==> config.mk <==
export PLATFORM = sky130hd
export DESIGN_NAME = rtc_shadow_timer
export DESIGN_NICKNAME = d
export VERILOG_FILES = /design/src/rtl/rtc_regmap_pkg.sv /design/src/rtl/rtc_timebase.sv /design/src/rtl/rtc_alarm_bank.sv /design/src/rtl/rtc_irq_ctrl.sv /design/src/rtl/rtc_shadow_timer.sv
export SDC_FILE = /design/constraint.sdc
export NUM_CORES = 1
export LEC_CHECK = 0
export ABC_AREA = 1
export CAP_MARGIN = 30
export CELL_PAD_IN_SITES_DETAIL_PLACEMENT = 0
export CELL_PAD_IN_SITES_GLOBAL_PLACEMENT = 1
export CORE_AREA = 5 5 150 188
export DETAILED_ROUTE_END_ITERATION = 16
export DIE_AREA = 0 0 155 193
export DONT_BUFFER_PORTS = 1
export GPL_TIMING_DRIVEN = 0
export PLACE_DENSITY = 0.82
export SETUP_SLACK_MARGIN = 0.4
export SLEW_MARGIN = 10
export SYNTH_ARGS = -nofsm -noshare
export SYNTH_HDL_FRONTEND = slang
export SYNTH_SLANG_ARGS = --single-unit
==> constraint.sdc <==
create_clock -name clk -period 2.5 [get_ports clk]
set_input_delay 0.125 -clock clk [delete_from_list [all_inputs] [get_ports clk]]
set_output_delay 0.125 -clock clk [all_outputs]
set_load 0.02 [all_outputs]
==> src/rtl/rtc_regmap_pkg.sv <==
// Register offsets and shared widths of the shadow-read real-time counter.
// Assumes byte offsets on a 32-bit register bus.
package rtc_regmap_pkg;
    localparam int REG_W          = 32;
    localparam int OFF_BUSY       = 'h004;
    localparam int OFF_SEC        = 'h008;
    localparam int OFF_SHADOW     = 'h00C;
    localparam int OFF_MSEC       = 'h010;
    localparam int OFF_SALM_BASE  = 'h014;   // seconds alarms, stride 4
    localparam int OFF_MSALM      = 'h01C;
    localparam int OFF_MASK       = 'h028;
    localparam int OFF_STATUS     = 'h02C;
endpackage

==> src/rtl/rtc_timebase.sv <==
// Slow-side time base: divides the slow tick into millisecond steps, keeps
// live milliseconds and seconds, and runs the eight-phase copy cadence that
// publishes the live counts into bus-side registers.
// Assumes load_en is only raised while busy is low (the top gates it).
module rtc_timebase #(
    parameter int TICKS_PER_MS = 32,
    parameter int MS_PER_SEC   = 1000,
    parameter int BUSY_PERIOD  = 8,
    parameter int SEC_W        = 32,
    parameter int MS_W         = 10
) (
    input  logic             clk,
    input  logic             rst_n,
    input  logic             slow_tick,
    input  logic             load_en,
    input  logic [SEC_W-1:0] load_sec,
    output logic             busy,
    output logic [SEC_W-1:0] bus_sec,
    output logic [MS_W-1:0]  bus_ms
);
    localparam int PRE_W = (TICKS_PER_MS > 1) ? $clog2(TICKS_PER_MS) : 1;
    localparam int PH_W  = (BUSY_PERIOD > 1) ? $clog2(BUSY_PERIOD) : 1;
    localparam logic [PRE_W-1:0] PRE_LAST = PRE_W'(TICKS_PER_MS - 1);
    localparam logic [PH_W-1:0]  PH_LAST  = PH_W'(BUSY_PERIOD - 1);
    localparam logic [MS_W-1:0]  MS_LAST  = MS_W'(MS_PER_SEC - 1);

    logic [PRE_W-1:0] pre_q;
    logic [PH_W-1:0]  phase_q;
    logic [MS_W-1:0]  live_ms;
    logic [SEC_W-1:0] live_sec;
    logic             ms_step;
    logic             copy_now;

    assign ms_step  = slow_tick && !load_en && (pre_q == PRE_LAST);
    assign busy     = (phase_q == PH_LAST);
    assign copy_now = slow_tick && busy;

    // Millisecond prescaler, restarted by a seconds load.
    always_ff @(posedge clk) begin
        if (!rst_n)          pre_q <= '0;
        else if (load_en)    pre_q <= '0;
        else if (slow_tick)  pre_q <= (pre_q == PRE_LAST) ? '0 : pre_q + PRE_W'(1);
    end

    // Live milliseconds and seconds on the slow side.
    always_ff @(posedge clk) begin
        if (!rst_n) begin
            live_ms  <= '0;
            live_sec <= '0;
        end else if (load_en) begin
            live_ms  <= '0;
            live_sec <= load_sec;
        end else if (ms_step) begin
            if (live_ms == MS_LAST) begin
                live_ms  <= '0;
                live_sec <= live_sec + SEC_W'(1);
            end else begin
                live_ms  <= live_ms + MS_W'(1);
            end
        end
    end

    // Copy cadence phase, free running on the slow tick.
    always_ff @(posedge clk) begin
        if (!rst_n)         phase_q <= '0;
        else if (slow_tick) phase_q <= (phase_q == PH_LAST) ? '0 : phase_q + PH_W'(1);
    end

    // Bus-side copies: loaded by software or published at the end of busy.
    always_ff @(posedge clk) begin
        if (!rst_n) begin
            bus_sec <= '0;
            bus_ms  <= '0;
        end else if (load_en) begin
            bus_sec <= load_sec;
            bus_ms  <= '0;
        end else if (copy_now) begin
            bus_sec <= live_sec;
            bus_ms  <= live_ms;
        end
    end


    sec_carry_chk: assert property (@(posedge clk) disable iff (!rst_n)
        (ms_step && live_ms == MS_LAST) |=> (live_ms == '0 && live_sec == $past(live_sec) + SEC_W'(1)));


    ms_range_chk: assert property (@(posedge clk) disable iff (!rst_n)
        live_ms <= MS_LAST);


    copy_publish_chk: assert property (@(posedge clk) disable iff (!rst_n)
        copy_now |=> (bus_sec == $past(live_sec) && bus_ms == $past(live_ms)));


    busy_ends_chk: assert property (@(posedge clk) disable iff (!rst_n)
        (busy && slow_tick) |=> !busy);


    load_gated_chk: assert property (@(posedge clk) disable iff (!rst_n)
        load_en |-> !busy);
endmodule

==> src/rtl/rtc_alarm_bank.sv <==
// Alarm compare bank: holds the seconds alarm values and the millisecond
// alarm value and raises a one-cycle hit when the bus-side count first
// becomes equal to a nonzero alarm value. Hit order: seconds alarms at
// indices 0..NUM_SEC_ALARMS-1, millisecond alarm at NUM_SEC_ALARMS.
module rtc_alarm_bank #(
    parameter int SEC_W          = 32,
    parameter int MS_W           = 10,
    parameter int NUM_SEC_ALARMS = 2
) (
    input  logic                                 clk,
    input  logic                                 rst_n,
    input  logic [NUM_SEC_ALARMS-1:0]            sec_alm_we,
    input  logic                                 ms_alm_we,
    input  logic [SEC_W-1:0]                     wdata,
    input  logic [SEC_W-1:0]                     bus_sec,
    input  logic [MS_W-1:0]                      bus_ms,
    output logic [NUM_SEC_ALARMS-1:0][SEC_W-1:0] sec_alarm_val,
    output logic [MS_W-1:0]                      ms_alarm_val,
    output logic [NUM_SEC_ALARMS:0]              hit
);
    logic [NUM_SEC_ALARMS:0] match;
    logic [NUM_SEC_ALARMS:0] match_q;

    for (genvar g = 0; g < NUM_SEC_ALARMS; g++) begin : g_sec_alarm
        // Seconds alarm value register.
        always_ff @(posedge clk) begin
            if (!rst_n)             sec_alarm_val[g] <= '0;
            else if (sec_alm_we[g]) sec_alarm_val[g] <= wdata;
        end
        assign match[g] = (sec_alarm_val[g] != '0) && (sec_alarm_val[g] == bus_sec);


        sec_zero_off_chk: assert property (@(posedge clk) disable iff (!rst_n)
            (sec_alarm_val[g] == '0) |-> !hit[g]);
    end

    // Millisecond alarm value register.
    always_ff @(posedge clk) begin
        if (!rst_n)         ms_alarm_val <= '0;
        else if (ms_alm_we) ms_alarm_val <= wdata[MS_W-1:0];
    end
    assign match[NUM_SEC_ALARMS] = (ms_alarm_val != '0) && (ms_alarm_val == bus_ms);

    // Previous compare result, for first-equal detection.
    always_ff @(posedge clk) begin
        if (!rst_n) match_q <= '0;
        else        match_q <= match;
    end

    assign hit = match & ~match_q;


    ms_zero_off_chk: assert property (@(posedge clk) disable iff (!rst_n)
        (ms_alarm_val == '0) |-> !hit[NUM_SEC_ALARMS]);
endmodule

==> src/rtl/rtc_irq_ctrl.sv <==
// Interrupt controller: sticky status bits set by alarm hits, cleared by
// writing ones, masked onto a single level-high interrupt. Set beats clear.
module rtc_irq_ctrl #(
    parameter int NUM_SRC = 3
) (
    input  logic               clk,
    input  logic               rst_n,
    input  logic [NUM_SRC-1:0] hit,
    input  logic               mask_we,
    input  logic               status_we,
    input  logic [NUM_SRC-1:0] wdata,
    output logic [NUM_SRC-1:0] mask,
    output logic [NUM_SRC-1:0] status,
    output logic               irq
);
    logic [NUM_SRC-1:0] clr_bits;

    assign clr_bits = status_we ? wdata : '0;

    // Mask register.
    always_ff @(posedge clk) begin
        if (!rst_n)       mask <= '0;
        else if (mask_we) mask <= wdata;
    end

    // Sticky status with write-one-to-clear; a new hit wins.
    always_ff @(posedge clk) begin
        if (!rst_n) status <= '0;
        else        status <= (status & ~clr_bits) | hit;
    end

    assign irq = |(status & mask);

    for (genvar i = 0; i < NUM_SRC; i++) begin : g_chk

        hit_sets_chk: assert property (@(posedge clk) disable iff (!rst_n)
            hit[i] |=> status[i]);


        w1c_clears_chk: assert property (@(posedge clk) disable iff (!rst_n)
            (status_we && wdata[i] && !hit[i]) |=> !status[i]);
    end
endmodule

==> src/rtl/rtc_shadow_timer.sv <==
// Top of the shadow-read real-time counter: decodes the register bus,
// gates writes with the busy flag, holds the shadow seconds, and wires the
// time base, alarm bank and interrupt controller together.
// Assumes single-cycle strobes; read data is combinational from bus_addr.
module rtc_shadow_timer
    import rtc_regmap_pkg::*;
#(
    parameter int ADDR_W         = 12,
    parameter int TICKS_PER_MS   = 32,
    parameter int MS_PER_SEC     = 1000,
    parameter int BUSY_PERIOD    = 8,
    parameter int NUM_SEC_ALARMS = 2
) (
    input  logic              clk,
    input  logic              rst_n,
    input  logic              slow_tick,
    input  logic              bus_rd,
    input  logic              bus_wr,
    input  logic [ADDR_W-1:0] bus_addr,
    input  logic [REG_W-1:0]  bus_wdata,
    output logic [REG_W-1:0]  bus_rdata,
    output logic              irq
);
    localparam int SEC_W   = REG_W;
    localparam int MS_W    = $clog2(MS_PER_SEC);
    localparam int NUM_SRC = NUM_SEC_ALARMS + 1;

    logic                                 busy;
    logic                                 wr_ok;
    logic                                 sec_load;
    logic [SEC_W-1:0]                     bus_sec;
    logic [MS_W-1:0]                      bus_ms;
    logic [SEC_W-1:0]                     shadow_sec;
    logic [NUM_SEC_ALARMS-1:0]            sec_alm_we;
    logic                                 ms_alm_we;
    logic [NUM_SEC_ALARMS-1:0][SEC_W-1:0] sec_alarm_val;
    logic [MS_W-1:0]                      ms_alarm_val;
    logic [NUM_SRC-1:0]                   hit;
    logic [NUM_SRC-1:0]                   mask;
    logic [NUM_SRC-1:0]                   status;
    logic                                 mask_we;
    logic                                 status_we;
    logic                                 ms_read;

    assign wr_ok     = bus_wr && !busy;
    assign sec_load  = wr_ok && (bus_addr == ADDR_W'(OFF_SEC));
    assign ms_alm_we = wr_ok && (bus_addr == ADDR_W'(OFF_MSALM));
    assign mask_we   = wr_ok && (bus_addr == ADDR_W'(OFF_MASK));
    assign status_we = wr_ok && (bus_addr == ADDR_W'(OFF_STATUS));
    assign ms_read   = bus_rd && (bus_addr == ADDR_W'(OFF_MSEC));

    for (genvar g = 0; g < NUM_SEC_ALARMS; g++) begin : g_salm_we
        assign sec_alm_we[g] = wr_ok && (bus_addr == ADDR_W'(OFF_SALM_BASE + 4 * g));
    end

    rtc_timebase #(
        .TICKS_PER_MS (TICKS_PER_MS),
        .MS_PER_SEC   (MS_PER_SEC),
        .BUSY_PERIOD  (BUSY_PERIOD),
        .SEC_W        (SEC_W),
        .MS_W         (MS_W)
    ) u_timebase (
        .clk       (clk),
        .rst_n     (rst_n),
        .slow_tick (slow_tick),
        .load_en   (sec_load),
        .load_sec  (bus_wdata),
        .busy      (busy),
        .bus_sec   (bus_sec),
        .bus_ms    (bus_ms)
    );

    rtc_alarm_bank #(
        .SEC_W          (SEC_W),
        .MS_W           (MS_W),
        .NUM_SEC_ALARMS (NUM_SEC_ALARMS)
    ) u_alarms (
        .clk           (clk),
        .rst_n         (rst_n),
        .sec_alm_we    (sec_alm_we),
        .ms_alm_we     (ms_alm_we),
        .wdata         (bus_wdata),
        .bus_sec       (bus_sec),
        .bus_ms        (bus_ms),
        .sec_alarm_val (sec_alarm_val),
        .ms_alarm_val  (ms_alarm_val),
        .hit           (hit)
    );

    rtc_irq_ctrl #(
        .NUM_SRC (NUM_SRC)
    ) u_irq (
        .clk       (clk),
        .rst_n     (rst_n),
        .hit       (hit),
        .mask_we   (mask_we),
        .status_we (status_we),
        .wdata     (bus_wdata[NUM_SRC-1:0]),
        .mask      (mask),
        .status    (status),
        .irq       (irq)
    );

    // Shadow seconds captured by every milliseconds read.
    always_ff @(posedge clk) begin
        if (!rst_n)       shadow_sec <= '0;
        else if (ms_read) shadow_sec <= bus_sec;
    end

    // Read multiplexer; unmapped offsets return zero.
    always_comb begin
        bus_rdata = '0;
        if (bus_addr == ADDR_W'(OFF_BUSY))   bus_rdata = REG_W'(busy);
        if (bus_addr == ADDR_W'(OFF_SEC))    bus_rdata = bus_sec;
        if (bus_addr == ADDR_W'(OFF_SHADOW)) bus_rdata = shadow_sec;
        if (bus_addr == ADDR_W'(OFF_MSEC))   bus_rdata = REG_W'(bus_ms);
        if (bus_addr == ADDR_W'(OFF_MSALM))  bus_rdata = REG_W'(ms_alarm_val);
        if (bus_addr == ADDR_W'(OFF_MASK))   bus_rdata = REG_W'(mask);
        if (bus_addr == ADDR_W'(OFF_STATUS)) bus_rdata = REG_W'(status);
        for (int i = 0; i < NUM_SEC_ALARMS; i++) begin
            if (bus_addr == ADDR_W'(OFF_SALM_BASE + 4 * i)) bus_rdata = sec_alarm_val[i];
        end
    end


    shadow_capture_chk: assert property (@(posedge clk) disable iff (!rst_n)
        ms_read |=> (shadow_sec == $past(bus_sec)));


    shadow_hold_chk: assert property (@(posedge clk) disable iff (!rst_n)
        !ms_read |=> $stable(shadow_sec));


    busy_drop_chk: assert property (@(posedge clk) disable iff (!rst_n)
        (bus_wr && busy) |=> ($stable(sec_alarm_val) && $stable(ms_alarm_val) && $stable(mask)));


    status_reserved_chk: assert property (@(posedge clk) disable iff (!rst_n)
        (bus_addr == ADDR_W'(OFF_STATUS) || bus_addr == ADDR_W'(OFF_MASK))
            |-> (bus_rdata[REG_W-1:NUM_SRC] == '0));


    reset_quiet_chk: assert property (@(posedge clk)
        !rst_n |=> (!irq && shadow_sec == '0 && status == '0));
endmodule

==> metrics.md <==
| Metric | Value |
|---|---|
| Max Clk Rate | between 400 and 500 MHz |
| CP startpoint kind | primary input |
| Top FF cell, synth | dfxtp_1 |
| Synth area leader | dfxtp_1 |
| Largest net degree at the start of global routing | 15 |
| Chip height | about 190 um |
| Count of final max-slew check failures | 0 |
| Share of cells above drive strength 1 | around 9% |
| Pre-antenna DRT Iters | 6 |
| Layout Area Growth over Synthesis | 17.2% |
| First-pass GRT wire length | 71600 um |
| Run status | finished clean |
| Total congestion overflow | 0 |
| Post-layout nets | 1923 |
| Count of final hold-check violations | 0 |
| Peak supply drop | 488 uV |
| Initial antenna violation count | 3 |
| Setup TNS | 0 ps |
| Full die area | ~30000 sq um |
| Syn nets | around 1800 |
| Clock sinks | roughly 210 |
| Pre-CTS setup slack | -121 ps |
| Max Root-Sink Buffers | 3 |
| Core Box Area | 26400 sq um |
| Internal Power | approximately 5.6 mW |
| Syn_area_per_cell | approximately 6.5 sq um |
| CTS tree | built |
| Critical Path AT | roughly 1900 ps |
| Clk slew on worst S/H paths | 60 ps |
| Clock power share | roughly 51% |
| Post-synth EDFFs | 0 |
| Total track usage | between 30 and 40% |
| Syn Inst Count | between 1500 and 2000 |
| Worst-Margin Slew | 842 ps |
| DRT iter0 DRCs | 1053 |
| Vias | between 10000 and 15000 |
| Fin worst setup slack | 470 ps |
| Final wirelength | 48300 um |
| Fin crit share | 81.2% |
| RSZ-0062 raised after global routing | yes |
| GR Util met2 | about 53% |
| Final ANT Viol Nets | 0 |
| Reg power frac | a little under half |
| Number of buffers added on ports | 0 |
| Required @ worst endpoint | ~2400 ps |
| # IOs | 82 |
| Path type of the worst setup path | primary input to output port |
| Leak pwr | between 5 and 6 nW |
| Root Buffer | clkbuf_16 |
| Max H-tree Level | 1 |
| Pwr dens | ~540 nW/um^2 |
| Worst Setup End Kind | output port |
| Final critical-path required period | 2030 ps |
| Vias per Instance | 5.69 |
| Post-synth design cell area | roughly 12000 sq um |
| Remaining DRCs | 0 |
| Worst hold-check path type | primary input to flip-flop |
| Post-synth ARST share | 0% |
| Worst rel slew slack | a little over two fifths |
| Count of cell types in the netlist | 43 |
| Share of the synthesized area in the top cell type | a little over a third |
| Count leader, synth | nand2_1 |
| Wire per inst | around 22 um |
| Sequential area share after synthesis | ~36% |
| Synth area leaders | dfxtp_1 (36%), nand2_1 (12%), inv_1 (7.7%), o21ai_0 (7.5%), a21oi_1 (6.3%) |
| Grt met1 use | 38.5% |
| Gate power share | under 10% |
| CTS Buf Count | 24 |
| Synth top cells by count | nand2_1 (361), inv_1 (237), dfxtp_1 (207) |
| Sw Share | 23.8% |
| Die width | roughly 160 um |
| DP HPWL | roughly 37000 um |
| # fillers | between 2000 and 3000 |
| Clk_skew | between 15 and 20 ps |
| GR Layer Usage met3 | between 4 and 5% |
| GR peak layer | met2 |
| Ys Warns | 0 |
| NetSw | about 1.8 mW |
| Crit Path Max Fanout | 10 |
| #FFs+latches synth | a little over 200 |
| # setup viols final | 0 |
| Row cnt | 67 |
| Max_cap viols | 0 |
| RD Place Congestion | roughly 1.0 |
| Initial Utilization | between 40% and 50% |
| Number of global-route vias before repair | around 12000 |
| Clock latency on the worst-skew pair | 530 ps |
layout make-up:
type / instances / area (sq um) / share of cell area [%]
diodes: 1 / 2.50 / 0.0184
plain buffers: 74 / 345 / 2.54
clock buffers: 31 / 668 / 4.91
clock inverters: 13 / 160 / 1.18
inverters: 253 / 953 / 7.01
multi-input cells: 1257 / 6400 / 47.1
flip-flops and latches: 207 / 4150 / 30.5
well taps: 345 / 432 / 3.17
repair buffers: 51 / 493 / 3.62
state kept, by name (all words and copies together), names as in the netlist:
name and count:
u_alarms.match_q 3, u_timebase.pre_q 5, u_timebase.bus_ms 10, u_alarms.ms_alarm_val 10, u_alarms.sec_alarm_val 64, u_irq.status 3
u_timebase.live_sec 32, u_timebase.bus_sec 32, u_timebase.live_ms 10, u_timebase.phase_q 3, u_irq.mask 3, shadow_sec 32
through the flow:
step           instances  power [mW]  hold WS (ps)  utilization (%)  cell area (sq um)
2_1_floorplan       1791        3.52           289                -              11600
3_3_place_gp        2136        3.58           299             45.6              12000
3_5_place_dp        2136        3.58           307             45.6              12000
4_1_cts             2219        7.39          18.9             50.6              13400
5_1_grt             2231        7.54          85.6             51.5              13600
6_report            2232        7.37          57.5             51.5              13600
critical path, cell delays in order:
cell,delay (ps)
nor2_1,110
nand2_2,160
inv_2,110
nand2_2,80
nor2_4,130
buf_12,150
buf_1,610
nand2_1,160
nand2_1,270
layer usage:
| layer | vias to the layer above | share of wire [%] |
|---|---|---|
| li1 | 6067 | - |
| met1 | 5958 | 41 |
| met2 | 502 | 47 |
| met3 | 168 | 6.7 |
| met4 | 4 | 6.0 |
| met5 | - | 0.054 |
logic make-up after synthesis:
logic type / share of synthesized area [%]
XOR/XNOR: 3.09
flip-flops: 35.7
AND/OR/NAND/NOR: 27.8
buffers and inverters: 11.0
AO/OA/AOI/OAI: 21.7
adder cells (fa/ha/maj): 0.646
power groups by stage:
stage	Sequential (mW)	Combinational, mW	Clock (mW)
2_1_floorplan	3.39	0.128	0
3_3_place_gp	3.39	0.186	0
3_5_place_dp	3.39	0.188	0
4_1_cts	3.32	0.280	3.79
5_1_grt	3.32	0.313	3.91
6_report	3.32	0.292	3.75
final timing paths:
kind / depth (start not counted) / to / slack, ps / startpoint
worst min-delay path: 4 / u_timebase.bus_sec[13] / 60 / bus_wdata[13]
worst min register to register: 2 / shadow_sec[0] / 450 / shadow_sec[0]
worst max register to register: 10 / u_timebase.live_ms[0] / 480 / u_timebase.phase_q[0]
worst max-delay path: 9 / bus_rdata[2] / 470 / bus_addr[11]
cell usage in the layout, fill, tap and decap left out, drive strengths merged, types with 3 or more instances in the layout:
cell         count
nand2          374
inv            246
dfxtp          207
nor2           195
o21ai          191
a21oi          146
nand3           93
clkbuf          83
a211oi          39
buf             39
nor3            36
dlygate4sd3     34
o22ai           31
xor2            27
nand4           24
a31oi           24
xnor2           14
nor4            14
clkinv          11
o211ai          10
or2              7
nor3b            6
clkinvlp         6
ha               6
nand3b           4
o221ai           3
o2111ai          3
bufinv           3
repair_timing:
action	in CTS	in global routing
endpoints found under the hold margin	144	0
endpoints found under the setup margin	163	78
gates resized for setup	31	46
buffers inserted	5	12
pin swaps	3	10
hold buffers	34	0
Power figures use the tool's default switching activity.
